<file path="src/rtl/sys_timer.sv">
module sys_timer #(
  parameter int NUM_CH = 4,
  parameter int LO_W   = 32,
  parameter int HI_W   = 32,
  parameter int ADDR_W = 8
) (
  input  logic              clk,
  input  logic              rst_n,
  input  logic              tick,
  input  logic [ADDR_W-1:0] bus_addr,
  input  logic              bus_we,
  input  logic [31:0]       bus_wdata,
  output logic [31:0]       bus_rdata,
  output logic [NUM_CH-1:0] irq
);
  localparam int DW       = 32;
  localparam int OFF_STAT = 0;
  localparam int OFF_LO   = 4;
  localparam int OFF_HI   = 8;
  localparam int OFF_CMP  = 12;

  logic [LO_W-1:0]        cnt_lo;
  logic [HI_W-1:0]        cnt_hi;
  logic [NUM_CH*LO_W-1:0] cmp_flat;
  logic [NUM_CH-1:0]      flag;

  wire [LO_W-1:0] lo_next = cnt_lo + 1'b1;
  wire            lo_wrap = &cnt_lo;
  wire            stat_wr = bus_we && (bus_addr == ADDR_W'(OFF_STAT));

  always_ff @(posedge clk or negedge rst_n) begin
    if (!rst_n) begin
      cnt_lo <= '0;
      cnt_hi <= '0;
    end else if (tick) begin
      cnt_lo <= lo_next;
      if (lo_wrap) cnt_hi <= cnt_hi + 1'b1;
    end
  end

  for (genvar ch = 0; ch < NUM_CH; ch++) begin : g_ch
    wire cmp_wr = bus_we && (bus_addr == ADDR_W'(OFF_CMP + 4*ch));
    wire hit    = tick && (lo_next == cmp_flat[ch*LO_W +: LO_W]);

    always_ff @(posedge clk or negedge rst_n) begin
      if (!rst_n)      cmp_flat[ch*LO_W +: LO_W] <= '0;
      else if (cmp_wr) cmp_flat[ch*LO_W +: LO_W] <= bus_wdata[LO_W-1:0];
    end

    always_ff @(posedge clk or negedge rst_n) begin
      if (!rst_n)                        flag[ch] <= 1'b0;
      else if (hit)                      flag[ch] <= 1'b1;
      else if (stat_wr && bus_wdata[ch]) flag[ch] <= 1'b0;
    end
  end

  assign irq = flag;

  always_comb begin
    bus_rdata = '0;
    if (bus_addr == ADDR_W'(OFF_STAT)) bus_rdata = DW'(flag);
    if (bus_addr == ADDR_W'(OFF_LO))   bus_rdata = DW'(cnt_lo);
    if (bus_addr == ADDR_W'(OFF_HI))   bus_rdata = DW'(cnt_hi);
    for (int c = 0; c < NUM_CH; c++)
      if (bus_addr == ADDR_W'(OFF_CMP + 4*c)) bus_rdata = DW'(cmp_flat[c*LO_W +: LO_W]);
  end
endmodule


</file>
<file path="config.mk">
export PLATFORM = sky130hd
export DESIGN_NAME = sys_timer
export DESIGN_NICKNAME = d
export VERILOG_FILES = /design/src/rtl/sys_timer.sv
export SDC_FILE = /design/constraint.sdc
export NUM_CORES = 1
export LEC_CHECK = 0
export BUFFER_PORTS_ARGS = -buffer_cell sky130_fd_sc_hd__clkbuf_2
export CAP_MARGIN = 10
export CORE_UTILIZATION = 50
export CTS_CLUSTER_DIAMETER = 50
export CTS_CLUSTER_SIZE = 14
export DETAILED_ROUTE_END_ITERATION = 8
export GPL_TIMING_DRIVEN = 0
export PLACE_DENSITY = 0.68
export SLEW_MARGIN = 20
export SYNTH_ARGS = -nofsm -noshare
export SYNTH_HDL_FRONTEND = slang
export SYNTH_SLANG_ARGS = --single-unit
</file>
<file path="constraint.sdc">
create_clock -name clk -period 9.9 [get_ports clk]
set_clock_uncertainty 0.05 [all_clocks]
set_input_delay 1.485 -clock clk [delete_from_list [all_inputs] [get_ports clk]]
set_output_delay 1.485 -clock clk [all_outputs]
set_load 0.01 [all_outputs]
</file>
; After elaboration in Yosys (flattened, before gate mapping)
; Index checks and enable logic that the tools add are counted.
[word_totals]
reg_bits = 196
in_bits = 44
elab_cells = 56
[op_classes]
eq_ne = 10
mux = 15
addsub = 2
n_reduce_logical = 19
[op_table]
columns = operator, count
row1 = $mux W32, 6
row2 = $eq A32 B32 Y1, 4
row3 = $add A32 B1 Y32 const B, 2
row4 = $reduce_and A33 Y1, 1
row5 = $eq A8 B5 Y1 const B, 3
row6 = $eq A8 B4 Y1 const B, 2
row7 = $logic_and A1 B1 Y1, 13
row8 = $eq A8 B3 Y1 const B, 1
row9 = $logic_not A8 Y1, 1
row10 = $mux W1, 8
row11 = $reduce_bool A2 Y1, 4
row12 = $mux W4, 1

; Logic depth before layout (Yosys ltp)
; Gate-level depths: netlist of run 1.
[logic_depth]
depth_word = 8
depth_mapped = 12
mapped_depth_nobuf = 9

; Worst setup path after synthesis of run 1
; OpenSTA, ideal clock, no wires.
[synth_timing]
kind = input to output
start = input port bus_addr[0]
end = output port bus_rdata[15]
required_time_ns = 8.365
cell_stages = 7
arrival_time_ns = 3.480
path_slack_ns = 4.885
cell_sequence = or4_1 > or3_1 > nor2_1 > clkbuf_1 > clkbuf_1 > a22oi_1 > a31oi_1
[synth_via]
elab_chain_cells = 7
[synth_rtl]
columns = element, line
row1 = from (decl), 10  ; input logic [ADDR_W-1:0] bus_addr,
row2 = $eq A8 B3 Y1, 62  ; if (bus_addr == ADDR_W'(OFF_LO)) bus_rdata = DW'(cnt_lo);
row3 = $mux W32, 62
row4 = $mux W32, 63  ; if (bus_addr == ADDR_W'(OFF_HI)) bus_rdata = DW'(cnt_hi);
row5 = $mux W32 (3 in series), 65  ; if (bus_addr == ADDR_W'(OFF_CMP + 4*c)) bus_rdata = DW'(cmp_flat[c*LO_W +: LO_W]);
row6 = $mux W32 (*), 65
row7 = to (decl), 13  ; output logic [31:0] bus_rdata,
; Every way passes the cells marked *; elsewhere a longest branch is shown, timed or not.

; Worst setup path after layout of run 1
[layout_timing]
start = input port bus_addr[0]
end = output port bus_rdata[30]
; Same word-level chain as after synthesis.

==> flow_summary_export.csv, run 1 <==
group,metric,value,unit
outcome,outcome,"complete, no violations",
floorplan,io_pins,80,
timing,hold_viol,0,
worst_setup_path,crit_path_start_kind,"input port",
power_and_ir_drop,peakVddDrop,0.106,mV
route,ant_nets,0,
logic_synthesis,syn_area_per_cell,9.78,µm²
logic_synthesis,yosysMostFrequentCell,"dfrtp_1",
global_routing,grt_pass1_vias,10403,
logic_synthesis,synth_edf_count,0,
power_and_ir_drop,combPwrFrac,0.207,
worst_setup_path,cp_num_buf_inv,5,
route,first_pass_iters,6,
placement,routabilityCongestion,1.01,
clocking,cts_max_level,4,
floorplan,die_h,159,µm
hold_path,hold_depth,1,
global_routing,grt_overflow,0,
power_and_ir_drop,power_density,147,nW/µm²
worst_setup_path,slowest_delay,0.56,ns
route,drc,0,
floorplan,rows,57,
timing,min_period,6.02,ns
route,vias,10966,
run,max_cap_violations,0,
logic_synthesis,synth_nets,1305,
hold_path,min-delay-start,"cnt_hi[31]",
hold_path,min_path_type,"reg -> reg",
finish,utilization,0.571,
timing,timing.final.ws_setup,3.88,ns
logic_synthesis,synth_seq_cells,196,
worst_setup_path,worst_path_max_delay_cell,"or4_1",
worst_setup_path,worst-setup-path-type,"in -> out",
logic_synthesis,async_reset_ff_frac,1.00,
timing,setup-tns-final,0,ns
worst_setup_path,required,8.37,ns
logic_synthesis,synth_top_area_cell,"dfrtp_1",
floorplan,fp.dieW,159,µm
timing,max_freq,166,MHz
placement,placement.io_buffers,79,
worst_setup_path,r2r_cells,10,
power_and_ir_drop,internal-power,1.35,mW
timing,period_share,0.608,
clocking,clk_pin_slew,0.09,ns
power_and_ir_drop,power_frac_clock,0.353,
clocking,cts_resized,0,
worst_setup_path,r2r_start,"cnt_lo[1]",
finish,n_antenna_cell,0,
finish,synthToLayoutAreaGrowth,12.5,%
finish,fill_cells,2226,
logic_synthesis,synth-seq-area-share,0.398,
clocking,clkLatencyLatePin,0.46,ns
floorplan,die_area,25300,µm²
finish,drive_above_1_share,0.208,
timing,slew_viol_final,0,
global_routing,grt_pass1_wl,67.0,mm
timing,rsz0062_at_grt,"no",
worst_setup_path,critPathCaptureType,"primary output",
global_routing,grt.total_usage,0.361,
logic_synthesis,synth_ff_type,"dfrtp_1",
timing,relSlewSlack,0.304,
worst_setup_path,cp.depth,10,
logic_synthesis,ys_types,69,
clocking,ctsHoldBuffers,0,
timing,final-setup-viol-count,0,
power_and_ir_drop,netSwitchingFraction,0.337,
logic_synthesis,synth_area_leaders,"dfrtp_1 40%, mux2_2 12%, xnor2_1 9.7%, xor2_1 4.4%, a22oi_1 3.4%",
route,viasPerCell,6.45,
logic_synthesis,synth_warnings,0,
logic_synthesis,synth_commonest_cells,"196 x dfrtp_1, 137 x xnor2_1, 130 x mux2_2",
placement,place_ws,3.92,ns
floorplan,start_util,0.508,
route,wl_per_cell,26.6,µm
placement,dp_hpwl,35.1,mm
worst_setup_path,cp_top_family,"buffers and inverters",
clocking,cts_tree,"yes",
clocking,clock-root-buffer,"clkbuf_16",
worst_setup_path,worstPathCellList,"clkbuf_2, or4_1, nor3_1, and2_0, clkbuf_1, clkbuf_1, clkbuf_1, nand2_1, a31oi_1, clkbuf_2",
logic_synthesis,netlist_area,12300,µm²
power_and_ir_drop,seq_power_share,0.439,
worst_setup_path,crit_fanout,10,
route,totalWireLength,45.2,mm
timing,tightest_slew,1.04,ns
logic_synthesis,yosys.area.top_type_share,0.398,
route,drt_iter0_markers,1434,
worst_setup_path,crit_path_frequent_cell,"clkbuf_1",
power_and_ir_drop,power,2.04,mW
global_routing,antenna_found_initial,0,
clocking,cts_buffer_depth,2,
power_and_ir_drop,switchingPower,0.688,mW
logic_synthesis,syn_inst,1259,
global_routing,grt_max_degree,91,
clocking,clock-sinks,196,
worst_setup_path,startpoint,"bus_addr[0]",
worst_setup_path,worstPathArrival,4.48,ns
power_and_ir_drop,p_leak,6.06,nW
clocking,post-cts-setup-buffers,0,
clocking,cts-buffers-inserted,17,
finish,fin_nets,1409,
floorplan,core,24200,µm²
final timing paths:
check | to | slack (ns)
max reg2reg | irq[3] | 5.28
min reg2reg | cnt_hi[31] | 0.43
max in group asynchronous | cmp_flat[43] | 7.71
max | bus_rdata[30] | 3.88
min | cnt_hi[31] | 0.43
min in group asynchronous | cmp_flat[29] | 0.93
routing by layer:
| layer | vias up | track usage | wire length, µm |
|---|---|---|---|
| met1 | 5521 | 0.536 | 19800 |
| li1 | 4776 | - | - |
| met3 | 75 | 0.0669 | 4490 |
| met5 | - | 0 | 0 |
| met2 | 594 | 0.530 | 19600 |
| met4 | 0 | 0.113 | 1340 |
registers in the layout, summed over array words and instances, names as in the netlist:
name and flops:
cmp_flat 128, cnt_hi 32, cnt_lo 32, irq 4
metrics by stage:
step                cell area, µm²  cells  hold WS [ns]
finish                       13800   1699         0.434
CTS                          13800   1699         0.441
floorplan                    12300   1259         0.391
global route                 13800   1699         0.469
detailed placement           13200   1668         0.426
global placement             13100   1662         0.413
cells in the final DEF, fill, tap and decap left out, types with 4 or more instances in the layout:
| master | synthesis | routed |
|---|---|---|
| dfrtp_1 | 196 | 196 |
| clkinv_8 | 0 | 6 |
| or3_1 | 5 | 5 |
| clkbuf_1 | 50 | 50 |
| clkbuf_2 | 0 | 78 |
| a21oi_1 | 31 | 31 |
| nand3b_1 | 4 | 4 |
| nor3_1 | 18 | 16 |
| nand2_1 | 107 | 107 |
| mux2_2 | 130 | 130 |
| and4_1 | 6 | 6 |
| a2111oi_0 | 9 | 9 |
| o21ai_0 | 40 | 40 |
| and2_1 | 5 | 5 |
| nor3b_1 | 11 | 10 |
| a22oi_1 | 55 | 55 |
| xor2_1 | 62 | 62 |
| nor4_2 | 3 | 7 |
| inv_6 | 0 | 5 |
| a211oi_1 | 5 | 5 |
| nand3_1 | 47 | 47 |
| o2111ai_1 | 7 | 7 |
| nand4_1 | 37 | 37 |
| mux2i_1 | 22 | 22 |
| clkbuf_16 | 0 | 17 |
| o22ai_1 | 4 | 4 |
| xnor2_1 | 137 | 137 |
| nor4_1 | 17 | 13 |
| and3_1 | 25 | 25 |
| inv_1 | 9 | 9 |
| nor2_1 | 84 | 84 |
| buf_2 | 6 | 8 |
| a31oi_1 | 30 | 30 |
| buf_4 | 5 | 7 |
| nand2b_1 | 5 | 5 |
| o221ai_1 | 5 | 5 |
| buf_1 | 25 | 25 |
cell type report:
class	instances	area, µm²	area share
multi-input cells	967	7050	0.509
flip-flops and latches	196	4900	0.354
repair buffers	85	484	0.0350
clock buffers	17	425	0.0307
well taps	324	405	0.0293
plain buffers	87	360	0.0260
clock inverters	14	178	0.0128
inverters	9	33.8	0.00244
power groups by stage:
stage | Clock, mW | Sequential (mW) | Combinational, mW
CTS | 0.723 | 0.894 | 0.418
finish | 0.721 | 0.897 | 0.423
global placement | 0 | 0.908 | 0.406
global route | 0.757 | 0.900 | 0.451
floorplan | 0 | 0.887 | 0.277
detailed placement | 0 | 0.909 | 0.417
logic make-up (layout without fill, tap and decap cells):
kind of cell,after synthesis,after routing,synth area share
simple gates,399,399,0.168
compound gates,214,214,0.119
xor+xnor,200,200,0.144
flops,196,196,0.398
mux,152,152,0.137
buf+inv,96,212,0.0320
fa+ha+maj,2,2,0.00203
Power figures use the tool's default switching activity.
==> run 2, diff against run 1 <==
--- a/config.mk
+++ b/config.mk
@@ -12,7 +12,7 @@
 export CTS_CLUSTER_SIZE = 14
 export DETAILED_ROUTE_END_ITERATION = 8
 export GPL_TIMING_DRIVEN = 0
-export PLACE_DENSITY = 0.68
+export PLACE_DENSITY = 0.7
 export SLEW_MARGIN = 20
 export SYNTH_ARGS = -nofsm -noshare
 export SYNTH_HDL_FRONTEND = slang
==> constraint.sdc (replaced) <==
create_clock -name clk -period 5.43 [get_ports clk]
set_clock_uncertainty 0.05 [all_clocks]
set_input_delay 0.8145 -clock clk [delete_from_list [all_inputs] [get_ports clk]]
set_output_delay 0.8145 -clock clk [all_outputs]
set_load 0.01 [all_outputs]
==> flow_summary_export.csv, run 2 (same netlist as run 1, synthesis figures left out) <==
group,metric,value,unit
finish,regMostFlops,"cmp_flat",
finish,synthToLayoutAreaGrowth,12.3,%
worst_setup_path,crit_path_start_kind,"flip-flop",
power_and_ir_drop,netSwitchingFraction,0.337,
placement,placement.io_buffers,79,
finish,utilization,0.570,
global_routing,grt_max_degree,93,
finish,n_antenna_cell,0,
finish,multi_input_area,7050,µm²
worst_setup_path,required,5.67,ns
global_routing,busiest_layer,"met1",
power_and_ir_drop,power_frac_clock,0.350,
route,first_pass_iters,8,
clocking,clock-root-buffer,"clkbuf_16",
worst_setup_path,crit_fanout,9,
global_routing,grt_pass1_vias,10230,
global_routing,antenna_found_initial,0,
route,drt_iter0_markers,1570,
finish,fill_cells,2163,
timing,setup-tns-final,0,ns
clocking,cts_buffer_depth,2,
route,viasPerCell,6.49,
worst_setup_path,worst-setup-path-type,"reg -> reg",
timing,rsz0062_at_grt,"no",
clocking,clk_pin_slew,0.09,ns
floorplan,core,24200,µm²
timing,period_share,0.894,
finish,regArea,4900,µm²
clocking,post-cts-setup-buffers,0,
worst_setup_path,critPathCaptureType,"flip-flop",
power_and_ir_drop,p_leak,6.05,nW
placement,dp.cells,1668,
global_routing,grt.total_usage,0.360,
route,drc,0,
worst_setup_path,worst_path_max_delay_cell,"nor4_1",
floorplan,rows,57,
floorplan,die_h,159,µm
global_routing,grt_overflow,0,
finish,mostFrequentLayoutCell,"dfrtp_1",
floorplan,start_util,0.508,
timing,max_freq,206,MHz
route,ant_nets,0,
route,totalWireLength,45.0,mm
worst_setup_path,slowest_delay,0.98,ns
finish,top_regs,"cmp_flat x128, cnt_hi x32, cnt_lo x32",
power_and_ir_drop,internal-power,2.47,mW
clocking,ctsHoldBuffers,0,
power_and_ir_drop,power,3.72,mW
timing,relSlewSlack,0.199,
timing,slew_viol_final,0,
timing,timing.final.ws_setup,0.573,ns
global_routing,grt_pass1_wl,67.0,mm
power_and_ir_drop,switchingPower,1.25,mW
power_and_ir_drop,power_density,269,nW/µm²
finish,largest_register_ffs,128,
clocking,cts_resized,0,
route,wl_per_cell,26.5,µm
power_and_ir_drop,seq_power_share,0.439,
clocking,clkLatencyLatePin,0.45,ns
finish,drive_above_1_share,0.207,
global_routing,use_met3,0.0669,
clocking,clock-sinks,196,
floorplan,io_pins,80,
timing,hold_ws,0.190,ns
clocking,cts_max_level,4,
placement,placed_area,13200,µm²
timing,final-setup-viol-count,0,
run,max_cap_violations,0,
finish,final_area,13800,µm²
global_routing,met2_usage,0.522,
worst_setup_path,worstPathCellList,"ha_1, buf_2, nand3_4, nor4_1, nand2_1, o21ai_0, o2bb2ai_1, or4_1, or4_1, o41ai_2",
floorplan,die_area,25300,µm²
timing,min_period,4.86,ns
placement,place_ws,0.819,ns
clocking,cts-buffers-inserted,17,
power_and_ir_drop,combPwrFrac,0.211,
finish,fin_nets,1409,
floorplan,fp.dieW,159,µm
hold_path,min_path_type,"in -> async",
placement,routabilityCongestion,1.01,
outcome,outcome,"complete, no violations",
finish,stdcell_count,1700,
timing,hold_viol,0,
worst_setup_path,crit_path_frequent_cell,"or4_1",
finish,final_cell_mix,"196 x dfrtp_1, 137 x xnor2_1, 130 x mux2_2, 107 x nand2_1, 84 x nor2_1",
route,vias,11038,
timing,tightest_slew,1.19,ns
global_routing,use_met1,0.536,
clocking,cts_tree,"yes",
worst_setup_path,worstPathArrival,5.09,ns
placement,dp_hpwl,34.8,mm
power_and_ir_drop,peakVddDrop,0.204,mV
-- run 2: layer usage --
layer	vias up	share of wire
met1	5512	0.43
li1	4774	-
met3	80	0.11
met5	-	0
met2	672	0.43
met4	0	0.036
-- run 2: layout make-up --
class | count | share of cell area
clock buffer | 18 | 0.0310
buffer | 87 | 0.0261
tap | 324 | 0.0293
sequential | 196 | 0.355
inverter | 9 | 0.00244
timing repair buffer | 85 | 0.0352
clock inverter | 14 | 0.0116
multi-input combinational | 967 | 0.510
-- run 2: critical path, delay by kind of cell (launching register included) --
family	cells	cell delay, ns
flops	1	0.54
simple gates	5	2.53
compound gates	3	1.17
fa+ha+maj	1	0.21
buf+inv	1	0.20
-- run 2: worst paths after layout --
check	slack [ns]	end	startpoint	cells past startpoint
setup / recovery	0.57	irq[3]	cnt_lo[1]	10
hold / removal	0.19	cmp_flat[29]	rst_n	1
setup reg to reg	0.57	irq[3]	cnt_lo[1]	10
hold reg to reg	0.42	cnt_hi[31]	cnt_hi[31]	1
max in group asynchronous	4.43	cnt_hi[10]	rst_n	2
min in group clk	0.42	cnt_hi[31]	cnt_hi[31]	1
-- run 2: power by group through the flow --
stage / logic [mW] / clock network (mW) / registers, mW
2_1_floorplan: 0.504 / 0 / 1.62
3_3_place_gp: 0.747 / 0 / 1.65
3_5_place_dp: 0.762 / 0 / 1.65
4_1_cts: 0.767 / 1.31 / 1.63
5_1_grt: 0.836 / 1.36 / 1.64
6_report: 0.785 / 1.30 / 1.63
==> run 3, diff against run 2 <==
--- a/config.mk
+++ b/config.mk
@@ -5,6 +5,7 @@
 export SDC_FILE = /design/constraint.sdc
 export NUM_CORES = 1
 export LEC_CHECK = 0
+export ABC_AREA = 1
 export BUFFER_PORTS_ARGS = -buffer_cell sky130_fd_sc_hd__clkbuf_2
 export CAP_MARGIN = 10
 export CORE_UTILIZATION = 50
==> flow_summary_export.csv, run 3 <==
group,metric,value,unit
logic_synthesis,netlist_area,12400,µm²
finish,multi_input_area,6550,µm²
route,drt_iter0_markers,1708,
global_routing,grt.total_usage,0.377,
logic_synthesis,synth_warnings,0,
clocking,ctsHoldBuffers,0,
clocking,clk_pin_slew,0.08,ns
route,totalWireLength,47.0,mm
finish,fill_cells,2482,
floorplan,core,24400,µm²
timing,period_share,0.835,
floorplan,rows,57,
timing,tightest_slew,1.09,ns
worst_setup_path,critPathCaptureType,"primary output",
logic_synthesis,synth_commonest_cells,"637 x nand2_1, 205 x inv_1, 196 x dfrtp_1",
worst_setup_path,r2r_start,"cnt_lo[10]",
outcome,outcome,"complete, no violations",
route,drc,0,
global_routing,antenna_found_initial,1,
floorplan,die_area,25500,µm²
timing,rsz0062_at_grt,"no",
worst_setup_path,timing.rr.end,"irq[2]",
finish,largest_register_ffs,128,
floorplan,fp.dieW,160,µm
clocking,post-cts-setup-buffers,0,
floorplan,die_h,160,µm
finish,regMostFlops,"cmp_flat",
finish,final_cell_mix,"637 x nand2_1, 205 x inv_1, 196 x dfrtp_1, 172 x o21ai_0, 163 x nand3_1",
clocking,clock-sinks,196,
worst_setup_path,required,4.57,ns
timing,timing.final.ws_setup,0.898,ns
route,wl_per_cell,20.8,µm
worst_setup_path,cp_top_family,"buffers and inverters",
worst_setup_path,worst_path_max_delay_cell,"clkbuf_1",
run,max_cap_violations,0,
placement,dp_hpwl,35.8,mm
clocking,clkLatencyLatePin,0.46,ns
global_routing,grt_max_degree,88,
logic_synthesis,synth_top_area_cell,"dfrtp_1",
clocking,clock-root-buffer,"clkbuf_16",
logic_synthesis,ys_types,37,
route,ant_nets,0,
timing,max_freq,221,MHz
power_and_ir_drop,power_density,285,nW/µm²
worst_setup_path,crit_fanout,10,
timing,final-setup-viol-count,0,
finish,synthToLayoutAreaGrowth,11.6,%
logic_synthesis,synth-seq-area-share,0.394,
route,viasPerCell,5.87,
finish,n_antenna_cell,0,
placement,place_ws,0.926,ns
finish,fin_nets,1968,
timing,min_period,4.53,ns
global_routing,grt_pass1_vias,12214,
logic_synthesis,syn_inst,1824,
worst_setup_path,r2r_setup_slack,2.22,ns
clocking,cts-buffers-inserted,17,
global_routing,grt_overflow,0,
worst_setup_path,worstPathCellList,"clkbuf_2, nor2_1, inv_1, nor3_2, nand2_1, inv_2, clkbuf_1, nand2_1, o211ai_1, clkbuf_2",
floorplan,io_pins,80,
worst_setup_path,worstPathArrival,3.67,ns
timing,relSlewSlack,0.272,
finish,mostFrequentLayoutCell,"nand2_1",
logic_synthesis,yosys.area.top_type_share,0.394,
finish,top_regs,"cmp_flat x128, cnt_hi x32, cnt_lo x32",
worst_setup_path,r2r_cells,12,
logic_synthesis,synth_area_leaders,"dfrtp_1 39%, nand2_1 19%, o21ai_0 6.9%, nand3_1 6.6%, inv_1 6.2%",
finish,regArea,4900,µm²
worst_setup_path,crit_path_start_kind,"input port",
clocking,cts_resized,0,
logic_synthesis,yosysMostFrequentCell,"nand2_1",
placement,placement.io_buffers,77,
logic_synthesis,syn_area_per_cell,6.82,µm²
timing,hold_viol,0,
power_and_ir_drop,p_leak,6.64,nW
worst_setup_path,cp_num_buf_inv,5,
placement,routabilityCongestion,1.01,
route,first_pass_iters,6,
worst_setup_path,slowest_delay,0.80,ns
finish,utilization,0.570,
hold_path,min_path_type,"in -> async",
finish,drive_above_1_share,0.0817,
logic_synthesis,synth_nets,1870,
logic_synthesis,synth_seq_cells,196,
logic_synthesis,async_reset_ff_frac,1.00,
logic_synthesis,synth_ff_type,"dfrtp_1",
power_and_ir_drop,peakVddDrop,0.161,mV
global_routing,grt_pass1_wl,72.6,mm
floorplan,start_util,0.510,
route,vias,13250,
clocking,cts_buffer_depth,2,
logic_synthesis,synth_edf_count,0,
timing,slew_viol_final,0,
clocking,cts_tree,"yes",
worst_setup_path,worst-setup-path-type,"in -> out",
clocking,cts_max_level,4,
## run 3: final cells by class
class / instances / share of cell area
clock buffer: 19 / 0.0326
inverter: 208 / 0.0562
buffer: 54 / 0.0151
tap: 324 / 0.0292
clock inverter: 13 / 0.00982
timing repair buffer: 79 / 0.0323
sequential: 196 / 0.353
multi-input combinational: 1366 / 0.472
## run 3: metal layers
metal,up-vias,part of all wire,track usage
li1,6152,-,-
met2,652,0.43,0.561
met5,-,0,0
met3,100,0.097,0.0623
met1,6346,0.43,0.548
met4,0,0.035,0.148
## run 3: how the worst max path moves through the flow
| stage | to | slack (ns) | cells after the start | startpoint |
|---|---|---|---|---|
| 3_5_place_dp | bus_rdata[24] | 0.93 | 10 | bus_addr[1] |
| 2_1_floorplan | bus_rdata[12] | 2.50 | 9 | bus_addr[7] |
| 5_1_grt | bus_rdata[31] | 0.78 | 10 | bus_addr[1] |
| 4_1_cts | bus_rdata[24] | 0.91 | 10 | bus_addr[1] |
| 6_report | bus_rdata[19] | 0.90 | 10 | bus_addr[1] |
| 3_3_place_gp | cmp_flat[116] | -0.38 | 1 | rst_n |
## run 3: worst register-to-register path: stages, from the launching register on
cell and delay [ns]:
dfrtp_1 0.44, nand2_1 0.13, nor2_2 0.24, nand2_1 0.08
nor2_1 0.61, nand4_1 0.37, nand2_1 0.25, nand2_1 0.08
nand2_1 0.09, nand3_1 0.08, nor2_1 0.35, nand3_1 0.28
nand2_1 0.11
## run 3: cells by family (layout without fill, tap and decap cells)
| kind of cell | Yosys count | in the layout | share of synthesized area |
|---|---|---|---|
| mux | 8 | 8 | 0.00724 |
| compound gates | 275 | 275 | 0.125 |
| xor+xnor | 33 | 33 | 0.0232 |
| buf+inv | 262 | 373 | 0.0796 |
| fa+ha+maj | 2 | 2 | 0.00201 |
| simple gates | 1048 | 1048 | 0.368 |
| flops | 196 | 196 | 0.394 |
## run 3: stage by stage
stage | area [µm²] | total power [mW] | std cells | setup TNS, ns | hold WS, ns
3_3_place_gp | 13200 | 2.61 | 2225 | -69.95 | 0.404
6_report | 13900 | 3.97 | 2259 | 0 | 0.213
3_5_place_dp | 13300 | 2.63 | 2227 | 0 | 0.417
2_1_floorplan | 12400 | 2.32 | 1824 | 0 | 0.392
4_1_cts | 13900 | 3.94 | 2259 | 0 | 0.226
5_1_grt | 13900 | 4.14 | 2259 | 0 | 0.232
## run 3: power breakdown
group / switching [mW] / total (mW) / leakage, nW / internal (mW)
Sequential: 0.138 / 1.70 / 2.63 / 1.56
Combinational: 0.634 / 0.939 / 3.73 / 0.305
Clock: 0.656 / 1.33 / 0.286 / 0.674
